===== src/rtl/exc_pkg.sv =====
package exc_pkg;
  localparam int AW   = 32;
  localparam int NREQ = 8;

  typedef enum logic [2:0] {
    M_USR = 3'd0, M_FIQ = 3'd1, M_IRQ = 3'd2, M_SVC = 3'd3,
    M_ABT = 3'd4, M_UND = 3'd5, M_MON = 3'd6, M_SYS = 3'd7
  } mode_e;

  typedef enum logic [3:0] {
    C_NONE, C_RST, C_DABT, C_FIQ, C_IRQ, C_PABT, C_BKPT, C_UND, C_SMC
  } cause_e;

  // request slot index equals priority rank (0 = highest)
  function automatic cause_e slot_cause(int idx);
    case (idx)
      0: return C_RST;
      1: return C_DABT;
      2: return C_FIQ;
      3: return C_IRQ;
      4: return C_PABT;
      5: return C_BKPT;
      6: return C_UND;
      7: return C_SMC;
      default: return C_NONE;
    endcase
  endfunction

  function automatic logic [7:0] vec_offset(cause_e c);
    case (c)
      C_UND:          return 8'h04;
      C_SMC:          return 8'h08;
      C_PABT, C_BKPT: return 8'h0C;
      C_DABT:         return 8'h10;
      C_IRQ:          return 8'h18;
      C_FIQ:          return 8'h1C;
      default:        return 8'h00;
    endcase
  endfunction

  function automatic logic [AW-1:0] link_value(cause_e c, logic [AW-1:0] pc);
    case (c)
      C_RST:   return '0;
      C_DABT:  return pc + AW'(8);
      C_NONE:  return '0;
      default: return pc + AW'(4);
    endcase
  endfunction
endpackage


===== src/rtl/exc_arbiter.sv =====
module exc_arbiter #(
  parameter int N = 8
) (
  input  logic [N-1:0] req,
  output logic [N-1:0] gnt
);
  always_comb begin
    gnt = '0;
    for (int i = N - 1; i >= 0; i--) begin
      if (req[i]) gnt = N'(1) << i;
    end
  end
endmodule


===== src/rtl/exc_router.sv =====
module exc_router
  import exc_pkg::*;
(
  input  cause_e     cause,
  input  mode_e      cur_mode,
  input  logic       cur_secure,
  input  logic [2:0] route,
  input  logic       dabt_ext,
  input  logic       halt_dbg,
  output cause_e     eff_cause,
  output mode_e      tgt_mode,
  output logic       tgt_secure,
  output logic       take,
  output logic       dbg
);
  always_comb begin
    eff_cause = cause;
    dbg       = 1'b0;
    take      = (cause != C_NONE);
    tgt_mode  = M_SVC;
    if (cause == C_SMC && cur_mode == M_USR) eff_cause = C_UND;
    if (cause == C_BKPT && halt_dbg) begin
      dbg  = 1'b1;
      take = 1'b0;
    end
    case (eff_cause)
      C_RST:          tgt_mode = M_SVC;
      C_DABT:         tgt_mode = (route[2] && dabt_ext) ? M_MON : M_ABT;
      C_FIQ:          tgt_mode = route[1] ? M_MON : M_FIQ;
      C_IRQ:          tgt_mode = route[0] ? M_MON : M_IRQ;
      C_PABT, C_BKPT: tgt_mode = M_ABT;
      C_UND:          tgt_mode = M_UND;
      C_SMC:          tgt_mode = M_MON;
      default:        tgt_mode = M_SVC;
    endcase
    tgt_secure = (tgt_mode == M_MON) || (eff_cause == C_RST) || cur_secure;
  end
endmodule


===== src/rtl/exc_vector.sv =====
module exc_vector
  import exc_pkg::*;
#(
  parameter logic [AW-1:0] HIVEC_BASE = 32'hFFFF_0000
) (
  input  cause_e          eff_cause,
  input  mode_e           tgt_mode,
  input  logic            tgt_secure,
  input  logic            hivec,
  input  logic [AW-1:0]   base_ns,
  input  logic [AW-1:0]   base_s,
  input  logic [AW-1:0]   base_mon,
  output logic [AW-1:0]   vec
);
  logic [AW-1:0] base;
  always_comb begin
    if (tgt_mode == M_MON)  base = base_mon;
    else if (hivec)         base = HIVEC_BASE;
    else if (tgt_secure)    base = base_s;
    else                    base = base_ns;
    vec = base + AW'(vec_offset(eff_cause));
  end
endmodule


===== src/rtl/exc_entry_ctrl.sv =====
module exc_entry_ctrl
  import exc_pkg::*;
#(
  parameter logic [31:0] HIVEC_BASE = 32'hFFFF_0000
) (
  input  logic        clk,
  input  logic        rst_n,
  input  logic        rst_exc_i,
  input  logic        undef_i,
  input  logic        smc_i,
  input  logic        bkpt_i,
  input  logic        pabt_i,
  input  logic        dabt_i,
  input  logic        dabt_ext_i,
  input  logic        irq_i,
  input  logic        fiq_i,
  input  logic        cur_secure_i,
  input  logic [2:0]  cur_mode_i,
  input  logic        irq_masked_i,
  input  logic        fiq_masked_i,
  input  logic [2:0]  route_i,
  input  logic        hivec_i,
  input  logic [31:0] base_ns_i,
  input  logic [31:0] base_s_i,
  input  logic [31:0] base_mon_i,
  input  logic        halt_dbg_i,
  input  logic        ex_valid_i,
  input  logic [31:0] ex_pc_i,
  output logic        take_o,
  output logic [2:0]  tgt_mode_o,
  output logic        tgt_secure_o,
  output logic [31:0] vec_o,
  output logic [31:0] link_o,
  output logic        set_irq_mask_o,
  output logic        set_fiq_mask_o,
  output logic        dbg_req_o
);
  // eligible requests, index = priority rank
  logic [NREQ-1:0] req_vec, gnt_vec;
  assign req_vec = {smc_i & ex_valid_i, undef_i & ex_valid_i,
                    bkpt_i & ex_valid_i, pabt_i & ex_valid_i,
                    irq_i & ~irq_masked_i, fiq_i & ~fiq_masked_i,
                    dabt_i, rst_exc_i};

  exc_arbiter #(.N(NREQ)) u_arb (.req(req_vec), .gnt(gnt_vec));

  cause_e win_cause;
  always_comb begin
    win_cause = C_NONE;
    for (int i = 0; i < NREQ; i++) begin
      if (gnt_vec[i]) win_cause = slot_cause(i);
    end
  end

  cause_e eff_cause;
  mode_e  tgt_mode;
  logic   tgt_secure, take_d, dbg_d;

  exc_router u_route (
    .cause(win_cause), .cur_mode(mode_e'(cur_mode_i)), .cur_secure(cur_secure_i),
    .route(route_i), .dabt_ext(dabt_ext_i), .halt_dbg(halt_dbg_i),
    .eff_cause(eff_cause), .tgt_mode(tgt_mode), .tgt_secure(tgt_secure),
    .take(take_d), .dbg(dbg_d)
  );

  logic [31:0] vec_d;
  exc_vector #(.HIVEC_BASE(HIVEC_BASE)) u_vec (
    .eff_cause(eff_cause), .tgt_mode(tgt_mode), .tgt_secure(tgt_secure),
    .hivec(hivec_i), .base_ns(base_ns_i), .base_s(base_s_i),
    .base_mon(base_mon_i), .vec(vec_d)
  );

  logic set_fiq_d;
  assign set_fiq_d = take_d && (eff_cause == C_FIQ || tgt_mode == M_MON);

  always_ff @(posedge clk or negedge rst_n) begin
    if (!rst_n) begin
      take_o         <= 1'b0;
      tgt_mode_o     <= '0;
      tgt_secure_o   <= 1'b0;
      vec_o          <= '0;
      link_o         <= '0;
      set_irq_mask_o <= 1'b0;
      set_fiq_mask_o <= 1'b0;
      dbg_req_o      <= 1'b0;
    end else begin
      take_o         <= take_d;
      dbg_req_o      <= dbg_d;
      tgt_mode_o     <= take_d ? tgt_mode : 3'd0;
      tgt_secure_o   <= take_d && tgt_secure;
      vec_o          <= take_d ? vec_d : '0;
      link_o         <= take_d ? link_value(eff_cause, ex_pc_i) : '0;
      set_irq_mask_o <= take_d;
      set_fiq_mask_o <= set_fiq_d;
    end
  end

  a_r3_single_grant: assert property (@(posedge clk) disable iff (!rst_n)
    $onehot0(gnt_vec));
  a_r2_needs_request: assert property (@(posedge clk) disable iff (!rst_n)
    take_o |-> $past(|req_vec));
  a_r6_debug_not_take: assert property (@(posedge clk) disable iff (!rst_n)
    dbg_req_o |-> !take_o);
  a_r6_debug_source: assert property (@(posedge clk) disable iff (!rst_n)
    dbg_req_o |-> $past(halt_dbg_i && bkpt_i && ex_valid_i));
  a_r13_irq_mask: assert property (@(posedge clk) disable iff (!rst_n)
    take_o |-> set_irq_mask_o);
  a_r9_monitor_secure: assert property (@(posedge clk) disable iff (!rst_n)
    (take_o && tgt_mode_o == 3'd6) |-> tgt_secure_o);
  a_r10_high_base: assert property (@(posedge clk) disable iff (!rst_n)
    (take_o && tgt_mode_o != 3'd6 && $past(hivec_i)) |->
      ((vec_o & ~32'hFF) == (HIVEC_BASE & ~32'hFF)));
  a_r5_squash_quiet: assert property (@(posedge clk) disable iff (!rst_n)
    (!ex_valid_i && !rst_exc_i && !dabt_i && !(irq_i && !irq_masked_i) &&
     !(fiq_i && !fiq_masked_i)) |=> (!take_o && !dbg_req_o));
endmodule


===== config.mk =====
export PLATFORM = sky130hd
export DESIGN_NAME = exc_entry_ctrl
export DESIGN_NICKNAME = d
export VERILOG_FILES = /design/src/rtl/exc_pkg.sv /design/src/rtl/exc_arbiter.sv /design/src/rtl/exc_router.sv /design/src/rtl/exc_vector.sv /design/src/rtl/exc_entry_ctrl.sv
export SDC_FILE = /design/constraint.sdc
export NUM_CORES = 1
export LEC_CHECK = 0
export ABC_AREA = 1
export BUFFER_PORTS_ARGS = -buffer_cell sky130_fd_sc_hd__buf_2
export CORE_MARGIN = 3
export CORE_UTILIZATION = 40
export CTS_BUF_LIST = sky130_fd_sc_hd__clkbuf_8
export CTS_CLUSTER_DIAMETER = 120
export DETAILED_ROUTE_END_ITERATION = 8
export HOLD_SLACK_MARGIN = 0.1
export PLACE_DENSITY = 0.68
export SLEW_MARGIN = 20
export SYNTH_ARGS = -nofsm -noshare
export SYNTH_HDL_FRONTEND = slang
export SYNTH_SLANG_ARGS = --single-unit

===== constraint.sdc =====
create_clock -name clk -period 0.8 [get_ports clk]
set_clock_uncertainty 0.05 [all_clocks]
set_input_delay 0.04 -clock clk [delete_from_list [all_inputs] [get_ports clk]]
set_output_delay 0.04 -clock clk [all_outputs]
set_load 0.01 [all_outputs]

After elaboration in Yosys (flattened, before gate mapping)

Cells that the tools add are included.
W data, S select, Z words.

Register bits: 71
Output and inout bits: 72
Logic and storage cells: 73

Add/subtract/negate cells: 3
Eq/ne operators: 11
Multiplexer cells: 31
Bitwise operators: 8
Reductions and logical operators: 13

Operators with widths:

| operator                | count |
|---|---|
| $mux W32                | 5 |
| $mux W8                 | 8 |
| $pmux W32 S2            | 1 |
| $add A32 B3 Y32 const B | 1 |
| $add A32 B4 Y32 const B | 1 |
| $add A32 B5 Y32         | 1 |
| $pmux W5 S6             | 1 |
| $mux W4                 | 7 |
| $eq A4 B3 Y1 const B    | 5 |
| $pmux W3 S6             | 1 |
| $mux W3                 | 3 |
| $eq A4 B2 Y1 const B    | 2 |
| $eq A4 B4 Y1 const B    | 2 |
| $and A1 B1 Y1           | 6 |
| $logic_and A1 B1 Y1     | 5 |
| $eq A4 B1 Y1 const B    | 1 |
| $logic_not A4 Y1        | 1 |
| $mux W2                 | 2 |
| $reduce_bool A4 Y1      | 1 |
| $reduce_or A2 Y1        | 2 |
| $eq A3 B3 Y1 const B    | 1 |
| $logic_not A3 Y1        | 1 |
| $logic_or A1 B1 Y1      | 3 |
| $mux W1                 | 3 |
| $not A1 Y1              | 2 |

Depth between registers and ports, before layout

Depth after elaboration: 31
Mapped depth: 29
Depth with buffers taken out: 28

Hierarchy

Synthesis repeated with hierarchy kept, for this count alone.

Cells, all modules: 1074
Area total of the unflattened synthesis: 6439.9 um^2

By module, submodules not included:

| module         | instances | cells an instance | area each (um^2) | sequential area each (um^2) |
|---|---|---|---|---|
| exc_entry_ctrl | 1         | 577               | 4033.9           | 1776.7 |
| exc_vector     | 1         | 416               | 2015.7           | 0.0 |
| exc_router     | 1         | 56                | 285.3            | 0.0 |
| exc_arbiter    | 1         | 25                | 105.1            | 0.0 |

Least setup slack after synthesis

Ideal clock, no wire load.

Path type: input-to-reg
Start point: in fiq_masked_i
End point: reg vec_o[27]
Setup time: 0.132 ns
Arrival: 2.456 ns
Data required time: 0.618 ns
Path slack: -1.838 ns
Cell stages on the path: 28
Cell sequence: inv_1 > nand2_2 > nand2_2 > nor2_1 > nand2_1 > nand3_1 > nand2_1 > nand2_2 > nand2_2 > nand3_4 > nand2_4 > inv_2 > buf_2 > nand2_1 > o21ai_0 > ha_1 > a21oi_1 > inv_1 > a21oi_1 > inv_1 > nand3_2 > inv_2 > nand2_2 > nor2_4 > nand2_1 > nand2_1 > nand2_1 > nor2_1

Longest elaborated chain between the ends: 27
Elaborated cells between the ends (all ways): 39
Classes of those cells: 1 x add/sub; 11 x eq/ne; 19 x mux; 2 x bitwise; 6 x reduce/logical

RTL lines:

| item                            | RTL line                           | source |
|---|---|---|
| start: declaration              | exc_entry_ctrl.sv:20               | `input logic fiq_masked_i,` |
| $not A1 Y1 *                    | exc_entry_ctrl.sv:42               | `irq_i & ~irq_masked_i, fiq_i & ~fiq_masked_i,` |
| $and A1 B1 Y1 *                 | exc_entry_ctrl.sv:42               |  |
| $mux W8 * (3 in a row)          | exc_arbiter.sv:10                  | `if (req[i]) gnt = N'(1) << i;` |
| $mux W1                         | exc_entry_ctrl.sv:51               | `if (gnt_vec[i]) win_cause = slot_cause(i);` |
| $mux W2                         | exc_entry_ctrl.sv:51               |  |
| $mux W4 (5 in a row)            | exc_entry_ctrl.sv:51               |  |
| $mux W4 *                       | exc_entry_ctrl.sv:51               |  |
| $eq A4 B4 Y1                    | exc_router.sv:21                   | `if (cause == C_SMC && cur_mode == M_USR) eff_cause = C_UND;` |
| (+4 left out)                   | --                                 |  |
| $pmux W3 S6                     | exc_router.sv:26                   | `case (eff_cause)` |
| $eq A3 B3 Y1                    | exc_router.sv:36, exc_vector.sv:17 |  |
| $logic_or A1 B1 Y1 (2 in a row) | exc_router.sv:36                   | `tgt_secure = (tgt_mode == M_MON) \|\| (eff_cause == C_RST) \|\| cur_secure;` |
| $mux W32                        | exc_vector.sv:19                   | `else if (tgt_secure) base = base_s;` |
| $mux W32                        | exc_vector.sv:18                   | `else if (hivec) base = HIVEC_BASE;` |
| $mux W32                        | exc_vector.sv:17                   | `if (tgt_mode == M_MON) base = base_mon;` |
| $add A32 B5 Y32                 | exc_vector.sv:21                   | `vec = base + AW'(vec_offset(eff_cause));` |
| $mux W32 *                      | exc_entry_ctrl.sv:91               | `vec_o <= take_d ? vec_d : '0;` |
| end signal: assignment          | exc_entry_ctrl.sv:91               |  |
| end: declaration                | exc_entry_ctrl.sv:32               | `output logic [31:0] vec_o,` |

Mark *: on every way between the ends. The rest lies on a longest branch, timed or not.

Worst setup path after layout

Start point: in irq_masked_i
End point: reg vec_o[23]

Longest elaborated chain between the ends: 28
Elaborated cells between the ends (all ways): 40
Classes of those cells: 1 x add/sub; 11 x eq/ne; 20 x mux; 2 x bitwise; 6 x reduce/logical

RTL lines:

| item                            | RTL line                           | source |
|---|---|---|
| start: declaration              | exc_entry_ctrl.sv:19               | `input logic irq_masked_i,` |
| $not A1 Y1 *                    | exc_entry_ctrl.sv:42               |  |
| $and A1 B1 Y1 *                 | exc_entry_ctrl.sv:42               |  |
| $mux W8 * (4 in a row)          | exc_arbiter.sv:10                  |  |
| $mux W1                         | exc_entry_ctrl.sv:51               |  |
| $mux W2                         | exc_entry_ctrl.sv:51               |  |
| $mux W4 (5 in a row)            | exc_entry_ctrl.sv:51               |  |
| $mux W4 *                       | exc_entry_ctrl.sv:51               |  |
| $eq A4 B4 Y1                    | exc_router.sv:21                   |  |
| (+4 left out)                   | --                                 |  |
| $pmux W3 S6                     | exc_router.sv:26                   |  |
| $eq A3 B3 Y1                    | exc_router.sv:36, exc_vector.sv:17 |  |
| $logic_or A1 B1 Y1 (2 in a row) | exc_router.sv:36                   |  |
| $mux W32                        | exc_vector.sv:19                   |  |
| $mux W32                        | exc_vector.sv:18                   |  |
| $mux W32                        | exc_vector.sv:17                   |  |
| $add A32 B5 Y32                 | exc_vector.sv:21                   |  |
| $mux W32 *                      | exc_entry_ctrl.sv:91               |  |

Marks and branches as above.

==> impl_metrics.toml <==
[routing]
first_pass_iters = 5
via_per_inst = 5.38
via_count = 7666
drt-total-wl_mm = 25.0
drc = 0
drtAntennaViolNets = 0
wire_per_inst_um = 17.5
drtIter0Drc = 694

[power]
p_sw_w = 0.00457
combPwrFrac = 0.439
peakVddDrop_mv = 0.720
leakage_nw = 5.03
power.internal_w = 0.00803
power.density_mw_per_mm2 = 1230
swShare = 0.363
p_seq_frac = 0.326
pwr-share-clk = 0.235

[setup_path]
start_kind = "input pin"
cp-end-kind = "register"
crit_chain = "buf_8, nor2_4, nor2_4, nand2_2, inv_2, nand2_2, nand4_1, nand2_8, nand2_8, o21ai_4, ha_4, a21oi_4, inv_2, a21oi_2, inv_2, nand3_2, inv_2, buf_6, nand2_1, nand2_1, nand2_1, nor2_1"
crit_path_top_delay_cell = "nand4_1"
cpPeakStageDelay_ps = 260
cp_max_fo = 5
required_ps = 1000
path_delay_family = "simple AND/OR/NAND/NOR gates"
crit_buf_inv = 6
cp_common_cell = "inv_2"
arrival_ps = 2560
path_class = "input pin to register"

[floorplanning]
die_h_um = 124
chipWidth_um = 124
fp-row-count = 42
die_area_mm2 = 0.0153
pin_count = 223
start_util = 0.413
core_area_mm2 = 0.0134

[timing]
hold_violations = 2
whs_ps = -33.4
max_freq_mhz = 424
setup_viol = 142
slew_headroom = 0.627
finalWorstSetupSlack_ps = -1560
period_needed_ps = 2360
tightest_slew_ps = 554
fin_crit_sh = 2.95
drv_slew = 0
rsz0062_at_grt = "true"

[synthesis]
syn_area_mm2 = 0.00554
yosysSeqAreaShare = 0.321
synth_area_per_cell_um2 = 6.88
synthFlopType = "dfrtp_1"
ys_async_sr_fraction = 1.00
yosysWarnings = 0
ys_seq_elements = 71
synth_cell_type_count = 47
synth_edf_count = 0
synth_nets = 961
synthCells = 804

[cts]
cts_tree = "yes"
clockRootBuffer = "clkbuf_8"
cts_hold_buf = 15
h-tree-depth = 3
clk_pin_slew_ps = 90
cts_buffer_depth = 2
clkSinkCount = 71
numCtsBuffers = 9

[global_route]
grt_util_all_layers = 0.291
overflow = 0
grt_first_pass_wirelength_mm = 34.6
first_global_vias = 7255
grt_start_max_net_pins = 37
antenna_found_initial = 0

[placed_design]
gp_congestion = 0.953
portBuffers = 222
dp.final_hpwl_mm = 16.7
placed_area_mm2 = 0.00834

[status]
outcome = "finished with violations"
violations = "negative hold slack, negative setup slack"

[final_layout]
layout-drive-gt1-share = 0.582
fin_area_mm2 = 0.0103
area_delta_synth_final_pct = 85.7
diodes = 0
fin_nets = 1403

[min_path]
hp-class = "input pin to register"
hold-path-cell-count = 3
hold_path_end = "tgt_secure_o"
worstHoldStart = "cur_secure_i"

[job]
maxCapViolCount = 0
## power groups by stage
stage                     clock [W]  sequential, W  combinational [W]
final                       0.00296        0.00411            0.00553
after global routing        0.00310        0.00414            0.00590
after detailed placement          0        0.00415            0.00400
after CTS                   0.00295        0.00410            0.00481
after floorplan                   0        0.00434            0.00172
after global placement            0        0.00415            0.00397
## cell usage in the layout, fill, tap and decap left out, types with 5 or more instances in the layout
cell           Yosys  final
a21oi_1           40     15
a21oi_2            1     20
a21oi_4            0      6
buf_12             1      6
buf_2              7    194
buf_4              1    172
buf_6              3     57
buf_8              0      7
clkbuf_8           0      9
dfrtp_1           71     71
dlygate4sd3_1      0     15
inv_1             90     76
inv_2             12     19
mux2_2            10     10
mux2i_1           17     17
nand2_1          158    121
nand2_2           20     44
nand2_4            5     13
nand2_8            0      5
nand3_1           59     43
nand3_2            7     21
nand3b_1           5      5
nand4_1           19     19
nor2_1           125     86
nor2_2            12     34
nor2_4             6     23
nor3_2             1      6
o21ai_0           41     12
o21ai_1           13     13
o21ai_2            4     23
o21ai_4            0     10
or2_2              6      6
xor2_1            11     10
## state kept, by name (all words and copies together) (netlist names)
register,cells
set_fiq_mask_o,1
vec_o,32
tgt_secure_o,1
tgt_mode_o,3
link_o,32
dbg_req_o,1
set_irq_mask_o,1
## how the worst max path moves through the flow
stage / startpoint / slack (ps) / endpoint / cells past startpoint
3_5_place_dp: irq_i / -1920 / vec_o[19] / 26
4_1_cts: fiq_i / -1370 / vec_o[23] / 26
3_3_place_gp: irq_i / -1840 / vec_o[17] / 23
5_1_grt: fiq_i / -1670 / vec_o[20] / 24
2_1_floorplan: irq_i / -1700 / vec_o[19] / 26
6_report: irq_masked_i / -1560 / vec_o[23] / 22
## cell families (layout without fill, tap and decap cells)
| family | count (synthesis) | in the layout | share of synthesized area |
|---|---|---|---|
| and+or+nand+nor | 443 | 443 | 0.375 |
| buffers and inverters | 123 | 569 | 0.0927 |
| AOI/OAI and AO/OA | 118 | 118 | 0.120 |
| DFF | 71 | 71 | 0.321 |
| muxes | 27 | 27 | 0.0511 |
| xor gates and xnor gates | 16 | 16 | 0.0253 |
| adders and majority gates | 6 | 6 | 0.0149 |
## area by class of cell
cell class	count	area [um2]
well taps	176	220
fillers	890	3120
clock inverters	6	68.8
multi-input cells	610	4350
repair buffers	452	3310
clock buffers	9	124
inverters	102	430
flip-flops and latches	71	1780
## per-layer routing
layer  vias up  part of all wire  track usage
li1       3514                 -            -
met1      3537              0.37        0.342
met3       127             0.087       0.0500
met4         0             0.051        0.132
met5         -                 0            0
met2       488              0.50        0.517
## repair_timing
action	CTS	global route
pin swaps	53	61
setup endpoints to repair	142	143
hold endpoints to repair	99	27
resized for setup	177	162
cloned	2	0
setup buffers	45	16
## synthesized netlist by cell type (13+ instances only)
library cell / instances / area [um2]
o21ai_0: 41 / 205
nand3_1: 59 / 295
nand4_1: 19 / 119
nor2_1: 125 / 469
mux2i_1: 17 / 170
nor3_1: 13 / 65.1
dfrtp_1: 71 / 1780
a21oi_1: 40 / 200
inv_1: 90 / 338
o21ai_1: 13 / 65.1
nand2_2: 20 / 125
nand2_1: 158 / 593
## through the flow
stage          total power [W]   util  instances  TNS (ps)  worst slack [ps]
6_report                0.0126  0.767       1426    -84500             -1560
5_1_grt                 0.0131  0.767       1426    -91920             -1670
4_1_cts                 0.0119  0.715       1420    -79640             -1370
3_5_place_dp           0.00815  0.622       1363    -97420             -1920
3_3_place_gp           0.00812  0.622       1363    -92540             -1840
2_1_floorplan          0.00606      -        804    -71470             -1700
(Power assumes the default switching activity.)
